**src/rtl/poll_read_pkg.sv**
```systemverilog
package poll_read_pkg;

  // A bus access counts as a read only with both selects low and no write strobe.
  function automatic logic read_qualified(input logic ce_n, input logic oe_n,
                                          input logic we_n);
    return (!ce_n) && (!oe_n) && we_n;
  endfunction

endpackage

```
**src/rtl/poll_read_qual.sv**
```systemverilog
module poll_read_qual
  import poll_read_pkg::*;
(
  input  logic clk,
  input  logic rst,
  input  logic ce_n,
  input  logic oe_n,
  input  logic we_n,
  output logic rd_en,
  output logic rd_done
);

  logic rd_en_q;

  assign rd_en = read_qualified(ce_n, oe_n, we_n);

  always_ff @(posedge clk) begin
    if (rst) rd_en_q <= 1'b0;
    else     rd_en_q <= rd_en;
  end

  // End of access: qualification was true last cycle and has dropped now.
  assign rd_done = rd_en_q && !rd_en;

  AST_DONE_NEEDS_PRIOR_READ: assert property (@(posedge clk) disable iff (rst)
    rd_done |-> $past(rd_en)) else $error("read end without a read");

  AST_WRITE_NOT_READ: assert property (@(posedge clk) disable iff (rst)
    !we_n |-> !rd_en) else $error("write strobe qualified as read");

endmodule

```
**src/rtl/poll_read_toggle.sv**
```systemverilog
module poll_read_toggle (
  input  logic clk,
  input  logic rst,
  input  logic busy,
  input  logic rd_done,
  output logic tgl_bit,
  output logic busy_rise
);

  logic busy_q;
  logic tgl_q;

  always_ff @(posedge clk) begin
    if (rst) busy_q <= 1'b0;
    else     busy_q <= busy;
  end

  assign busy_rise = busy && !busy_q;

  // Clearing on a new busy period wins over advancing on a read end.
  always_ff @(posedge clk) begin
    if (rst)            tgl_q <= 1'b0;
    else if (busy_rise) tgl_q <= 1'b0;
    else if (rd_done)   tgl_q <= ~tgl_q;
  end

  // In the edge where busy rises the register still holds the old value.
  assign tgl_bit = busy_rise ? 1'b0 : tgl_q;

  AST_TOGGLE_ADVANCES: assert property (@(posedge clk) disable iff (rst)
    (rd_done && !busy_rise) |=> (tgl_q != $past(tgl_q)))
    else $error("toggle did not advance");

  AST_TOGGLE_HOLDS: assert property (@(posedge clk) disable iff (rst)
    (!rd_done && !busy_rise) |=> $stable(tgl_q))
    else $error("toggle moved without an access end");

  AST_TOGGLE_CLEARED: assert property (@(posedge clk) disable iff (rst)
    busy_rise |=> !tgl_q) else $error("toggle not cleared on busy rise");

endmodule

```
**src/rtl/poll_read_mux.sv**
```systemverilog
module poll_read_mux #(
  parameter int DATA_W     = 8,
  parameter int POLL_BIT   = DATA_W - 1,
  parameter int TOGGLE_BIT = DATA_W - 2
) (
  input  logic              busy,
  input  logic              tgl_bit,
  input  logic [DATA_W-1:0] last_data,
  input  logic [DATA_W-1:0] array_data,
  output logic [DATA_W-1:0] rd_word
);

  logic [DATA_W-1:0] status;

  for (genvar b = 0; b < DATA_W; b++) begin : g_bit
    if (b == POLL_BIT) begin : g_poll
      assign status[b] = ~last_data[b];
    end else if (b == TOGGLE_BIT) begin : g_tgl
      assign status[b] = tgl_bit;
    end else begin : g_pass
      assign status[b] = last_data[b];
    end
  end

  assign rd_word = busy ? status : array_data;

endmodule

```
**src/rtl/poll_read_path.sv**
```systemverilog
module poll_read_path #(
  parameter int DATA_W     = 8,
  parameter int POLL_BIT   = DATA_W - 1,
  parameter int TOGGLE_BIT = DATA_W - 2
) (
  input  logic              clk,
  input  logic              rst,
  input  logic              ce_n,
  input  logic              oe_n,
  input  logic              we_n,
  input  logic              busy,
  input  logic [DATA_W-1:0] last_data,
  input  logic [DATA_W-1:0] array_data,
  output logic [DATA_W-1:0] dq_out,
  output logic              dq_oe
);

  localparam logic [DATA_W-1:0] IDLE_WORD = '0;

  logic              rd_en;
  logic              rd_done;
  logic              tgl_bit;
  logic              busy_rise;
  logic [DATA_W-1:0] rd_word;

  poll_read_qual i_qual (
    .clk     (clk),
    .rst     (rst),
    .ce_n    (ce_n),
    .oe_n    (oe_n),
    .we_n    (we_n),
    .rd_en   (rd_en),
    .rd_done (rd_done)
  );

  poll_read_toggle i_toggle (
    .clk       (clk),
    .rst       (rst),
    .busy      (busy),
    .rd_done   (rd_done),
    .tgl_bit   (tgl_bit),
    .busy_rise (busy_rise)
  );

  poll_read_mux #(
    .DATA_W     (DATA_W),
    .POLL_BIT   (POLL_BIT),
    .TOGGLE_BIT (TOGGLE_BIT)
  ) i_mux (
    .busy       (busy),
    .tgl_bit    (tgl_bit),
    .last_data  (last_data),
    .array_data (array_data),
    .rd_word    (rd_word)
  );

  always_ff @(posedge clk) begin
    if (rst) begin
      dq_oe  <= 1'b0;
      dq_out <= IDLE_WORD;
    end else begin
      dq_oe  <= rd_en;
      dq_out <= rd_en ? rd_word : IDLE_WORD;
    end
  end

  AST_READ_DRIVES: assert property (@(posedge clk) disable iff (rst)
    (!ce_n && !oe_n && we_n) |=> dq_oe) else $error("read not driven");

  AST_DESELECT_HIZ: assert property (@(posedge clk) disable iff (rst)
    (ce_n || oe_n || !we_n) |=> !dq_oe) else $error("bus driven without read");

  AST_HIZ_ZERO: assert property (@(posedge clk) disable iff (rst)
    !dq_oe |-> (dq_out == IDLE_WORD)) else $error("data not zero when idle");

  AST_IDLE_ARRAY: assert property (@(posedge clk) disable iff (rst)
    (rd_en && !busy) |=> (dq_out == $past(array_data)))
    else $error("idle read not array data");

  AST_POLL_INVERT: assert property (@(posedge clk) disable iff (rst)
    (rd_en && busy) |=> (dq_out[POLL_BIT] != $past(last_data[POLL_BIT])))
    else $error("poll bit not inverted");

endmodule

```
**config.mk**
```make
export PLATFORM = sky130hd
export DESIGN_NAME = poll_read_path
export DESIGN_NICKNAME = d
export VERILOG_FILES = /design/src/rtl/poll_read_pkg.sv /design/src/rtl/poll_read_qual.sv /design/src/rtl/poll_read_toggle.sv /design/src/rtl/poll_read_mux.sv /design/src/rtl/poll_read_path.sv
export SDC_FILE = /design/constraint.sdc
export NUM_CORES = 1
export LEC_CHECK = 0
export ABC_AREA = 1
export ABC_CLOCK_PERIOD_IN_PS = 800
export BUFFER_PORTS_ARGS = -buffer_cell sky130_fd_sc_hd__clkbuf_2
export CORE_AREA = 2 2 39 41
export CTS_CLUSTER_DIAMETER = 50
export DETAILED_ROUTE_END_ITERATION = 10
export DIE_AREA = 0 0 41 43
export HOLD_SLACK_MARGIN = 0.02
export PLACE_DENSITY_LB_ADDON = 0.12
export SYNTH_ARGS = -nofsm -noshare
export SYNTH_HDL_FRONTEND = slang
export SYNTH_SLANG_ARGS = --single-unit
```
**constraint.sdc**
```tcl
create_clock -name clk -period 0.8 [get_ports clk]
set_clock_uncertainty 0.15 [all_clocks]
set_input_delay 0 -clock clk [delete_from_list [all_inputs] [get_ports clk]]
set_output_delay 0 -clock clk [all_outputs]
set_load 0.01 [all_outputs]
```
==> metrics <==
DR WL/cell=9.673 microns; reg-to-reg startpoint=i_qual.rd_en_q; ant diodes=0; critical path class=register to output pin; worst-path fanout max=3; initial antenna violation count=0; Post-CTS Hold Buffers=14; Post-Syn Area=409.1 sq um; Detailed Route WL=1093 microns; internal power=0.8608 mW; post-synth cell types=12; CTS tree=yes; final cell count without fillers=113; CTS root buffer=clkbuf_4; vias in the first global route=369; Seq pwr share=50.4%; Worst Hold Class=input port to register; max incr delay on CP=0.35 ns; Finished Cell Area=780.7 sq um; Die Y=43 microns; nets=120; Core ar.=1384 sq um; Clock Tree Buf Depth=2; # H-tree levels=1; via count=475; WHS=-0.2456 ns; commonest non-fill, non-tap cell in the layout=clkbuf_2; Remaining DRCs=0; Max Fclk=1155 MHz; Area after DPL=559.3 sq um; DRT Pass-1 Iters=2; die area=1763 sq um; Cell Pwr Density=1434 nW/um^2; Arr. time, crit path=0.72 ns; final cycle utilization of the critical path=108.2%; final worst slack=-0.06550 ns; Max Cap Viol=0; Inst Count DP=94; RSZ-0062 raised after global routing=yes; failing checks=negative hold slack, negative setup slack; commonest non-fill, non-tap cells in the layout=clkbuf_2, nand2_1, dlygate4sd3_1; Vias/cell=4.204; Setup crit end kind=output pin; first-pass GRT wire length=1435 microns; All-Layer GR Usage=12.50%; Psw=0.2588 mW; hold violation total from the final report=11; crit-path cells=buf_6; Row Count=14; Synth Area per Inst=8.183 sq um; Worst Tran Pin Value=0.2153 ns; Comb pwr share=16.0%; Crit path buffers/inverters=1; leakage=0.3823 nW; area growth from synthesis to layout=90.83%; clk slew on worst S/H paths=0.07 ns; Routed Antenna Nets=0; Starting Density=29.57%; Finished Core Util=56.42%; buffers added on ports=29; IO Pins=31; endpoints failing setup=10; Clk network pwr share=33.6%; layout cells sized above 1=47.42%; Seq cells post-synth=11; CP startpoint=i_qual.rd_en_q; Crit path max-delay family=flip-flops; Worst EP required=0.65 ns; sw frac=23.12%; initial drt markers=1; Slew HR=85.63%; fin crit period=0.8655 ns; largest net degree at the start of global routing=12; Max VDD drop=0.0007148 V; Seq/Total Area, Yosys=53.82%; final count of pins violating max slew=0; Clock Latency Late Sink=0.26 ns; dpl ws=-0.06024 ns; grt total ovfl=0; Yosys warnings=0; slowest CP cell=dfxtp_2; # clock sinks=11; GP Congestion=0.5880; Num CTS Buffers=3; setup slack on the worst flop-to-flop path=-0.05 ns; status=finished, violations left; crit start category=register; DIE WIDTH=41 microns; cell count after synthesis=50; hold_sp=rst; post-synth net total=72
worst paths after layout:
check               endpoint  depth (start not counted)
max                    dq_oe                          1
min          i_toggle.busy_q                          2
max reg2reg   i_toggle.tgl_q                          3
min reg2reg        dq_out[6]                          2
power by group through the flow:
stage | sequential [mW] | combinational (mW) | clock, mW
5_1_grt | 0.565 | 0.198 | 0.420
6_report | 0.564 | 0.180 | 0.376
3_5_place_dp | 0.576 | 0.114 | 0
2_1_floorplan | 0.579 | 0.0543 | 0
3_3_place_gp | 0.576 | 0.114 | 0
4_1_cts | 0.564 | 0.168 | 0.374
area by class of cell:
type / instances / area [sq um]
inverters: 4 / 15.01
repair buffers: 45 / 325.3
fillers: 142 / 603.1
multi-input cells: 33 / 167.7
well taps: 16 / 20.02
flip-flops and latches: 11 / 226.5
clock buffers: 4 / 26.28
sequential cells by signal, indices dropped and copies added, names as in the netlist:
register	flops
i_toggle.tgl_q	1
i_qual.rd_en_q	1
dq_out	8
i_toggle.busy_q	1
per-layer routing:
layer	part of all wire, %	track usage, %	vias up
met3	5.2	4.712	2
met2	55	16.88	16
met5	0	0	-
met1	39	15.96	204
li1	-	-	253
met4	1.1	8.000	0
timing repair:
item	in CTS	in global routing
resized for setup	3	19
setup buffers	0	1
pin swaps	1	1
hold endpoints to repair	11	11
endpoints found under the setup margin	11	12
cell families (layout without fill, tap and decap cells):
group | after synthesis | in the layout | share of synthesized area (%)
AO/OA/AOI/OAI | 10 | 10 | 13.15
buffers and inverters | 6 | 53 | 9.173
flip-flops | 11 | 11 | 53.82
AND/OR/NAND/NOR | 23 | 23 | 23.85
per-stage QoR:
step / hold WS, ns / setup TNS [ns] / power (mW)
6_report: -0.2456 / -0.3921 / 1.120
5_1_grt: -0.2413 / -0.7592 / 1.183
4_1_cts: -0.2430 / -0.4332 / 1.105
3_5_place_dp: 0.03359 / -0.3256 / 0.6895
3_3_place_gp: 0.03623 / -0.1407 / 0.6899
2_1_floorplan: -0.07762 / 0 / 0.6336
Yosys cell counts:
cell type / count / area share, %
inv_1: 3 / 2.8
or2_0: 1 / 1.5
inv_2: 1 / 0.92
a21oi_1: 8 / 9.8
buf_6: 2 / 5.5
nand2_1: 17 / 16
a21oi_2: 1 / 2.1
dfxtp_1: 11 / 54
nor2_1: 2 / 1.8
nand3_1: 2 / 2.4
o21ai_1: 1 / 1.2
nand3_2: 1 / 2.4
Note: power is estimated with default switching activity, not from simulation.
